$ cat src/rtl/evtmr_pkg.sv
package evtmr_pkg;

    localparam int WIN_AW = 10;

    typedef enum logic [3:0] {
        RG_NONE,
        RG_CAP_LO,
        RG_CAP_HI,
        RG_CFG,
        RG_STAT,
        RG_CNT_LO,
        RG_CNT_HI,
        RG_CH_CFG,
        RG_CH_CAP,
        RG_CH_CMP_LO,
        RG_CH_CMP_HI,
        RG_CH_ROUTE
    } region_e;

    typedef struct packed {
        region_e    region;
        logic [4:0] slot;
    } dec_t;

endpackage

$ cat src/rtl/evtmr_decode.sv
module evtmr_decode
    import evtmr_pkg::*;
#(
    parameter int NCH = 3
) (
    input  logic [WIN_AW-1:0] addr,
    output dec_t              dec
);
    localparam logic [4:0] NCH_W = 5'(NCH);

    always_comb begin
        dec.region = RG_NONE;
        dec.slot   = '0;
        if (addr[9:8] != 2'b00) begin
            // channel area: 32-byte slots starting at 0x100
            dec.slot = addr[9:5] - 5'd8;
            if (dec.slot < NCH_W) begin
                case (addr[4:2])
                    3'd0:    dec.region = RG_CH_CFG;
                    3'd1:    dec.region = RG_CH_CAP;
                    3'd2:    dec.region = RG_CH_CMP_LO;
                    3'd3:    dec.region = RG_CH_CMP_HI;
                    3'd4:    dec.region = RG_CH_ROUTE;
                    default: dec.region = RG_NONE;
                endcase
            end
        end else begin
            case (addr[7:2])
                6'h00:   dec.region = RG_CAP_LO;
                6'h01:   dec.region = RG_CAP_HI;
                6'h04:   dec.region = RG_CFG;
                6'h08:   dec.region = RG_STAT;
                6'h3C:   dec.region = RG_CNT_LO;
                6'h3D:   dec.region = RG_CNT_HI;
                default: dec.region = RG_NONE;
            endcase
        end
    end
endmodule

$ cat src/rtl/evtmr_counter.sv
module evtmr_counter #(
    parameter int CW = 64
) (
    input  logic            clk,
    input  logic            rst_n,
    input  logic            run,
    input  logic            tick,
    input  logic            wr_lo,
    input  logic            wr_hi,
    input  logic [CW/2-1:0] wdata,
    input  logic            snap,
    output logic [CW-1:0]   count,
    output logic [CW/2-1:0] hi_snap
);
    localparam int HW = CW / 2;

    typedef struct packed {
        logic [CW-1:0] cnt;
        logic [HW-1:0] snap;
    } cnt_st_t;

    cnt_st_t st_d, st_q;

    always_comb begin
        st_d = st_q;
        if (wr_lo)
            st_d.cnt[HW-1:0] = wdata;
        else if (wr_hi)
            st_d.cnt[CW-1:HW] = wdata;
        else if (run && tick)
            st_d.cnt = st_q.cnt + 1'b1;
        if (snap)
            st_d.snap = st_q.cnt[CW-1:HW];
    end

    always_ff @(posedge clk or negedge rst_n) begin
        if (!rst_n) st_q <= '0;
        else        st_q <= st_d;
    end

    assign count   = st_q.cnt;
    assign hi_snap = st_q.snap;


    cnt_hold_chk: assert property (@(posedge clk) disable iff (!rst_n)
        (!wr_lo && !wr_hi && !(run && tick)) |=> $stable(count));

    cnt_step_chk: assert property (@(posedge clk) disable iff (!rst_n)
        (!wr_lo && !wr_hi && run && tick) |=> (count == $past(count) + 1'b1));

    cnt_keep_hi_chk: assert property (@(posedge clk) disable iff (!rst_n)
        wr_lo |=> (count[CW-1:HW] == $past(count[CW-1:HW])));

    cnt_snap_chk: assert property (@(posedge clk) disable iff (!rst_n)
        snap |=> (hi_snap == $past(count[CW-1:HW])));
endmodule

$ cat src/rtl/evtmr_regs.sv
module evtmr_regs
    import evtmr_pkg::*;
#(
    parameter int          NCH     = 3,
    parameter int          DW      = 32,
    parameter logic [15:0] VENDOR  = 16'h8086,
    parameter logic [7:0]  REV     = 8'h01,
    parameter logic [31:0] TICK_FS = 32'd10000000
) (
    input  logic                   clk,
    input  logic                   rst_n,
    input  logic                   tick,
    input  logic                   bus_wr,
    input  logic                   bus_rd,
    input  logic [WIN_AW-1:0]      bus_addr,
    input  logic [DW-1:0]          bus_wdata,
    output logic [DW-1:0]          bus_rdata,
    output logic [2*DW-1:0]        counter_val,
    output logic                   glb_enable,
    output logic                   glb_legacy,
    output logic [DW-1:0]          ch_wdata,
    output logic [NCH-1:0]         ch_cfg_we,
    output logic [NCH-1:0]         ch_cmp_lo_we,
    output logic [NCH-1:0]         ch_cmp_hi_we,
    output logic [NCH-1:0]         ch_rearm,
    input  logic [NCH*DW-1:0]      ch_cfg_in,
    input  logic [NCH*DW-1:0]      ch_cap_in,
    input  logic [NCH*2*DW-1:0]    ch_cmp_in,
    input  logic [NCH*DW-1:0]      ch_route_in
);
    localparam int CW = 2 * DW;
    localparam int SW = (NCH > 1) ? $clog2(NCH) : 1;
    localparam logic [31:0] CAP_LO = {VENDOR, 1'b1, 1'b0, 1'b1, 5'(NCH - 1), REV};

    typedef struct packed {
        logic           en;
        logic           leg;
        logic [DW-1:0]  rdata;
        logic [NCH-1:0] rearm;
    } top_st_t;

    top_st_t st_d, st_q;
    dec_t    dec;

    logic [DW-1:0] rd_val;
    logic [CW-1:0] cnt;
    logic [DW-1:0] hi_snap;
    logic [SW-1:0] slot_i;

    logic [DW-1:0] cfg_a   [NCH];
    logic [DW-1:0] cap_a   [NCH];
    logic [CW-1:0] cmp_a   [NCH];
    logic [DW-1:0] route_a [NCH];

    evtmr_decode #(.NCH(NCH)) u_dec (
        .addr (bus_addr),
        .dec  (dec)
    );

    evtmr_counter #(.CW(CW)) u_cnt (
        .clk     (clk),
        .rst_n   (rst_n),
        .run     (st_q.en),
        .tick    (tick),
        .wr_lo   (bus_wr && dec.region == RG_CNT_LO),
        .wr_hi   (bus_wr && dec.region == RG_CNT_HI),
        .wdata   (bus_wdata),
        .snap    (bus_rd && dec.region == RG_CNT_LO),
        .count   (cnt),
        .hi_snap (hi_snap)
    );

    for (genvar g = 0; g < NCH; g++) begin : g_ch
        assign cfg_a[g]        = ch_cfg_in[g*DW +: DW];
        assign cap_a[g]        = ch_cap_in[g*DW +: DW];
        assign cmp_a[g]        = ch_cmp_in[g*CW +: CW];
        assign route_a[g]      = ch_route_in[g*DW +: DW];
        assign ch_cfg_we[g]    = bus_wr && (dec.region == RG_CH_CFG)    && (dec.slot == 5'(g));
        assign ch_cmp_lo_we[g] = bus_wr && (dec.region == RG_CH_CMP_LO) && (dec.slot == 5'(g));
        assign ch_cmp_hi_we[g] = bus_wr && (dec.region == RG_CH_CMP_HI) && (dec.slot == 5'(g));
    end

    assign slot_i = dec.slot[SW-1:0];

    always_comb begin
        rd_val = '0;
        case (dec.region)
            RG_CAP_LO:    rd_val = CAP_LO;
            RG_CAP_HI:    rd_val = TICK_FS;
            RG_CFG:       rd_val = {{(DW-2){1'b0}}, st_q.leg, st_q.en};
            RG_CNT_LO:    rd_val = cnt[DW-1:0];
            RG_CNT_HI:    rd_val = hi_snap;
            RG_CH_CFG:    rd_val = cfg_a[slot_i];
            RG_CH_CAP:    rd_val = cap_a[slot_i];
            RG_CH_CMP_LO: rd_val = cmp_a[slot_i][DW-1:0];
            RG_CH_CMP_HI: rd_val = cmp_a[slot_i][CW-1:DW];
            RG_CH_ROUTE:  rd_val = route_a[slot_i];
            default:      rd_val = '0;
        endcase
    end

    always_comb begin
        st_d       = st_q;
        st_d.rearm = '0;
        if (bus_rd)
            st_d.rdata = rd_val;
        if (bus_wr && dec.region == RG_CFG) begin
            st_d.en  = bus_wdata[0];
            st_d.leg = bus_wdata[1];
            for (int i = 0; i < NCH; i++)
                st_d.rearm[i] = bus_wdata[0] && !st_q.en && (cmp_a[i] != {CW{1'b1}});
        end
    end

    always_ff @(posedge clk or negedge rst_n) begin
        if (!rst_n) st_q <= '0;
        else        st_q <= st_d;
    end

    assign bus_rdata   = st_q.rdata;
    assign counter_val = cnt;
    assign glb_enable  = st_q.en;
    assign glb_legacy  = st_q.leg;
    assign ch_wdata    = bus_wdata;
    assign ch_rearm    = st_q.rearm;


    rearm_edge_chk: assert property (@(posedge clk) disable iff (!rst_n)
        (|ch_rearm) |-> $rose(glb_enable));

    cfg_rsv_chk: assert property (@(posedge clk) disable iff (!rst_n)
        (bus_rd && dec.region == RG_CFG) |=> (bus_rdata[DW-1:2] == '0));

    strobe_onehot_chk: assert property (@(posedge clk) disable iff (!rst_n)
        $onehot0({ch_cfg_we, ch_cmp_lo_we, ch_cmp_hi_we}));

    rdata_hold_chk: assert property (@(posedge clk) disable iff (!rst_n)
        !bus_rd |=> $stable(bus_rdata));

    stat_noeffect_chk: assert property (@(posedge clk) disable iff (!rst_n)
        (bus_wr && dec.region == RG_STAT) |=> $stable({glb_enable, glb_legacy}));
endmodule

$ cat config.mk
export PLATFORM = sky130hd
export DESIGN_NAME = evtmr_regs
export DESIGN_NICKNAME = d
export VERILOG_FILES = /design/src/rtl/evtmr_pkg.sv /design/src/rtl/evtmr_decode.sv /design/src/rtl/evtmr_counter.sv /design/src/rtl/evtmr_regs.sv
export SDC_FILE = /design/constraint.sdc
export NUM_CORES = 1
export LEC_CHECK = 0
export BUFFER_PORTS_ARGS = -buffer_cell sky130_fd_sc_hd__buf_2
export CAP_MARGIN = 5
export CELL_PAD_IN_SITES_DETAIL_PLACEMENT = 1
export CELL_PAD_IN_SITES_GLOBAL_PLACEMENT = 2
export CORE_AREA = 2 2 263 265
export DETAILED_ROUTE_END_ITERATION = 10
export DIE_AREA = 0 0 265 267
export PLACE_DENSITY_LB_ADDON = 0.1
export SLEW_MARGIN = 15
export SYNTH_ARGS = -nofsm -noshare
export SYNTH_HDL_FRONTEND = slang
export SYNTH_SLANG_ARGS = --single-unit
$ cat constraint.sdc
create_clock -name clk -period 3.04 [get_ports clk]
set_clock_uncertainty 0.15 [all_clocks]
set_input_delay 0.152 -clock clk [delete_from_list [all_inputs] [get_ports clk]]
set_output_delay 0.152 -clock clk [all_outputs]
set_load 0.01 [all_outputs]
# After elaboration in Yosys (flattened, before gate mapping)
# Index checks and enable logic that the tools add are counted.
dict set report totals {
  input_bits 527
  output_inout_bits 142
  ff_bits 133
}
dict set report classes {
  bitwise 2
  n_mux 23
  magnitude_cmp 2
  n_reduce_logical 30
  n_addsub 2
  eq_ne 25
}
# operator count
set op_table {}
lappend op_table {{case mux 32 bit (10 select lines)} 1}
lappend op_table {{2-to-1 mux 32 bit} 9}
lappend op_table {{binary-select mux 32 bit (select 2 bit)} 3}
lappend op_table {{2-to-1 mux 64 bit} 3}
lappend op_table {{!= test 64 bit (second input constant)} 3}
lappend op_table {{binary-select mux 64 bit (select 2 bit)} 1}
lappend op_table {{adder 64 x 1 -> 64 bit (second input constant)} 1}
lappend op_table {{logical AND 1 bit} 21}
lappend op_table {{case mux 4 bit (5 select lines)} 1}
lappend op_table {{case mux 3 bit (6 select lines)} 1}
lappend op_table {{== test 4 bit (second input constant)} 4}
lappend op_table {{== test 4 x 3 -> 1 bit (second input constant)} 3}
lappend op_table {{== test 6 bit (second input constant)} 2}
lappend op_table {{== test 4 x 2 -> 1 bit (second input constant)} 2}
lappend op_table {{2-to-1 mux 4 bit} 2}
lappend op_table {{== test 3 x 2 -> 1 bit (second input constant)} 2}
lappend op_table {{== test 6 x 1 -> 1 bit (second input constant)} 1}
lappend op_table {{== test 6 x 3 -> 1 bit (second input constant)} 1}
lappend op_table {{== test 6 x 4 -> 1 bit (second input constant)} 1}
lappend op_table {{zero test 6 bit} 1}
lappend op_table {{nonzero test 2 bit} 3}
lappend op_table {{== test 5 x 1 -> 1 bit (second input constant)} 1}
lappend op_table {{== test 5 x 2 -> 1 bit (second input constant)} 1}
lappend op_table {{zero test 5 bit} 1}
lappend op_table {{other kinds (14)} 15}

# Longest topological paths before layout
dict set report logic_depth {
  depth_word 8
  ltp_mapped 12
  ltp_nobuf 7
}

# Cells and area by module
# From an unflattened synthesis, not the netlist that was laid out.
dict set report hier_totals {
  hier_cells 1588
  area_unflattened_um2 12923.6
}
# mod cells_per_inst seq_area_each_um2 area_each_um2 n_inst
set modules_own_cells {}
lappend modules_own_cells {evtmr_regs 1015 925.9 7562.3 1}
lappend modules_own_cells {evtmr_counter 542 2402.3 5171.2 1}
lappend modules_own_cells {evtmr_decode 31 0.0 190.2 1}

# Least setup slack after synthesis
# OpenSTA, ideal clock, no wires.
dict set report synth_path {
  kind {flip-flop to flip-flop}
  from {reg u_cnt.st_q (netlist bit u_cnt.count[6])}
  to {reg u_cnt.st_q (netlist bit u_cnt.count[50])}
  n_path_buf 1
  path_stages_with_launch 9
  path_slack_ns 0.240
  t_arrival_ns 2.524
  t_required_ns 2.764
  setup_time_ns 0.126
  period_less_slack_ns 2.800
  cell_sequence {dfrtp_1 and4_4 nand4_4 or4_4 or3_1 clkbuf_2 or4b_1 o21ai_1 a21oi_1}
}
dict set report synth_via {
  elab_chain_len 3
}
# item line_no
set synth_lines {}
lappend synth_lines {{start, declared} evtmr_counter.sv:22} ;# cnt_st_t st_d, st_q;
lappend synth_lines {{start signal, assigned} evtmr_counter.sv:38} ;# else st_q <= st_d;
lappend synth_lines {{adder 64 x 1 -> 64 bit} evtmr_counter.sv:31} ;# st_d.cnt = st_q.cnt + 1'b1;
lappend synth_lines {{2-to-1 mux 64 bit} evtmr_counter.sv:30} ;# else if (run && tick)
lappend synth_lines {{2-to-1 mux 32 bit} evtmr_counter.sv:28} ;# else if (wr_hi)
# No other way between the ends. The select of a mux whose other input is x is not followed.
# A chain may end at the register's enable or synchronous reset.

# Worst setup path after layout
dict set report layout_path {
  from {reg u_cnt.st_q (netlist bit u_cnt.count[19])}
  to {reg u_cnt.st_q (netlist bit u_cnt.count[48])}
}
# Same word-level chain as after synthesis.

==> reports/qor.txt <==
status - complete, no violations
buffers added on ports - 666
crit path cell chain - and4_1 > nand4_2 > or4_4 > or3_1 > buf_4 > or3_1 > o21ai_0 > a21oi_1
number of enable flip-flop cells after synthesis - 0
Post-CTS Repair Setup Buffers - 0
routability cong. - 0.925
Slew Limit Fails - 0
total wire length - 109,000 microns
area of the multi-input gates - 8670 sq um
compound-cell area share of the yosys netlist - 35.3%
Hold Path End - bus_rdata[29]$_DFFE_PN0P_
max-cap check violation count - 0
Post-CTS Resized - 0
Storage cell area - 3330 sq um
number of CTS-inserted buffers - 17
HP Class - input port to flip-flop
crit path DAT - 2.90 ns
RSZ-0062 raised after global routing - false
Max clock buf depth - 2
leakage - 8.80 nW
fmax - 366 MHz
ys flop type - dfrtp_1
hold path depth - 5
Tmin final - 2.73 ns
worst-path fanout max - 8
CTS H-tree depth - 4
vias in the first global route - 19,200
cell mode on critical path - or3_1
I/O Pins - 669
Initial DRT Pass Iterations - 9
reg2reg start - u_cnt.count[19]$_DFFE_PN0P_
Buf/Inv on CP - 1
# rows - 96
via count - 18,800
area leader, netlist - dfrtp_1
largest family of logic cells by synthesized area - compound AO/OA/AOI/OAI gates
clock slew at reported path FFs - 0.06 ns
Worst setup SP type - flip-flop
fill count - 8,325
Nets - 3,002
synth warn - 0
commonest non-fill, non-tap cell in the layout - buf_2
Final Cycle Share - 89.8%
Worst Max-Slew Pin Slew - 0.969 ns
Crit-path slowest cell - or4_4
CP Class - flip-flop to flip-flop
post-synthesis async set-or-reset flop share - 100%
hold path start - ch_route_in[61]
maximum vdd drop - 353 uV
crit end category - flip-flop
# clock sinks - 133
drt wl/cell - 32.3 microns
Post-Synthesis Net Count - 2,322
insertion delay to the later sink of the worst-skew pair - 0.44 ns
initial antenna violation count - 35
grt total ovfl - 0
chip width - 265 microns
Synth Instances - 1,794
largest net degree at the start of global routing - 189
first-pass GRT wire length - 151,000 microns
FF-to-FF setup slack - 0.31 ns
CP top delay family - simple AND/OR/NAND/NOR gates
Yosys reg bits - 133
starting DRC count in detailed routing - 1,771
post-synthesis mux area share - 3.18%
Root Buffer - clkbuf_16
starting density of the core - 19.6%
area grow syn2layout - 45.1%
cell area after synthesis - 13,300 sq um
Pwr Density - 312 nW/um^2
drt via density - 5.56
simple-gate portion of the synthesized area - 23.8%
RR Endpoint - u_cnt.count[48]$_DFFE_PN0P_
post-synthesis adder-cell area fraction - 0.0938%
Die ar. - 70,800 sq um
antenna-violating nets left - 0
Post-Route Utilization - 28.5%
TritonCTS clock tree - built
Final setup viols - 0
die height - 267 microns
XOR/XNOR Fraction of Synth Area - 2.30%
share of cells above drive strength 1 - 37.4%
Hold Fails Final Rpt - 0
Avg Cell Area, Syn - 7.43 sq um
GRT Overall Usage - 29.8%
core area - 68,000 sq um
commonest cells after routing, fill and taps aside - buf_2, o21ai_0, buf_4
max_slew headroom - 35.4%
TNS Setup - 0 ns
Synth top area share - 25.0%
slowest stage delay, CP - 0.52 ns
post-DP HPWL - 89,600 microns
# DRC - 0
library cells used by synthesis - 77
Critical Path RT - 3.21 ns
R2R depth - 8
register area share after synthesis - 25.0%
synth top area cells - dfrtp_1, a222oi_1, o21ai_0
-- worst max path at each step --
stage,from,to,slack (ns),cells past startpoint
floorplan,u_cnt.count[6]$_DFFE_PN0P_,u_cnt.count[50]$_DFFE_PN0P_,0.24,8
global placement,bus_addr[8],bus_rdata[11]$_DFFE_PN0P_,0.06,10
detailed placement,bus_addr[6],bus_rdata[8]$_DFFE_PN0P_,0.06,9
CTS,u_cnt.count[20]$_DFFE_PN0P_,u_cnt.count[48]$_DFFE_PN0P_,0.29,8
global route,u_cnt.count[19]$_DFFE_PN0P_,u_cnt.count[48]$_DFFE_PN0P_,0.20,8
finish,u_cnt.count[19]$_DFFE_PN0P_,u_cnt.count[48]$_DFFE_PN0P_,0.31,8
-- cells by family after synthesis --
kind of cell,Yosys count
mux,38
simple gates,589
fa+ha+maj,1
buf+inv,312
xor+xnor,35
flops,133
compound gates,686
-- cell usage after synthesis, drive strengths merged, types with 5 or more instances --
cell,count
o21ai,175
nand3,154
dfrtp,133
clkbuf,132
a21oi,106
inv,103
nand2,99
a222oi,88
buf,77
nand4,77
nor2,61
o22ai,57
a31oi,56
nor2b,51
a22oi,43
o211ai,36
a22o,35
mux2,35
nand2b,31
nor3,29
nor4,28
xnor2,24
a211oi,19
and3,14
o221ai,14
a221oi,12
xor2,11
and4,9
o2111ai,7
o2bb2ai,7
or3,7
and2,6
a32oi,5
nand3b,5
nor3b,5
-- tightest hold or removal path, stage by stage --
cell and delay (ns):
buf_2 0.07, a22oi_1 0.05, o211ai_1 0.11, o2111ai_1 0.12, o221ai_1 0.08
-- what timing repair did --
action | 4_1_cts | 5_1_grt
hold endpoints to repair | 138 | 0
hold buffers | 33 | 0
setup endpoints to repair | 0 | 0
-- power breakdown --
| part | total (mW) | internal (mW) | switching, mW |
|---|---|---|---|
| logic | 1.89 | 0.745 | 1.15 |
| registers | 1.86 | 1.82 | 0.0450 |
| clock network | 2.28 | 1.41 | 0.864 |
| total | 6.03 | 3.98 | 2.05 |
-- flip-flops by register name, summed over array words and instances, names as in the netlist --
| signal | flops |
|---|---|
| ch_rearm | 3 |
| glb_legacy | 1 |
| bus_rdata | 32 |
| glb_enable | 1 |
| u_cnt.hi_snap | 32 |
| u_cnt.count | 64 |
-- routing by layer --
metal | GRT usage [%] | wire, microns | vias to the layer above
met5 | 0 | 126 | -
met4 | 7.73 | 2190 | 20
met3 | 5.30 | 6410 | 120
met2 | 52.9 | 54700 | 718
met1 | 37.0 | 45900 | 9644
li1 | - | - | 8331
-- layout make-up --
cell class	count	share of cell area, %
Tap cell	882	5.70
Timing Repair Buffer	870	26.8
Sequential cell	133	17.2
Antenna cell	16	0.207
Clock buffer	19	2.34
Multi-Input combinational cell	1349	44.8
Inverter	103	2.00
Clock inverter	13	0.925
-- through the flow --
stage	std cells	power [mW]	area (sq um)	hold WS, ns	worst slack, ns
6_report	3385	6.03	19400	0.0461	0.311
5_1_grt	3381	6.27	19300	0.106	0.201
4_1_cts	3369	6.08	19300	0.0385	0.286
3_5_place_dp	3304	3.73	18300	0.118	0.0604
3_3_place_gp	3304	3.72	18300	0.117	0.0582
2_1_floorplan	1794	2.61	13300	-0.294	0.240
(Power assumes the default switching activity.)
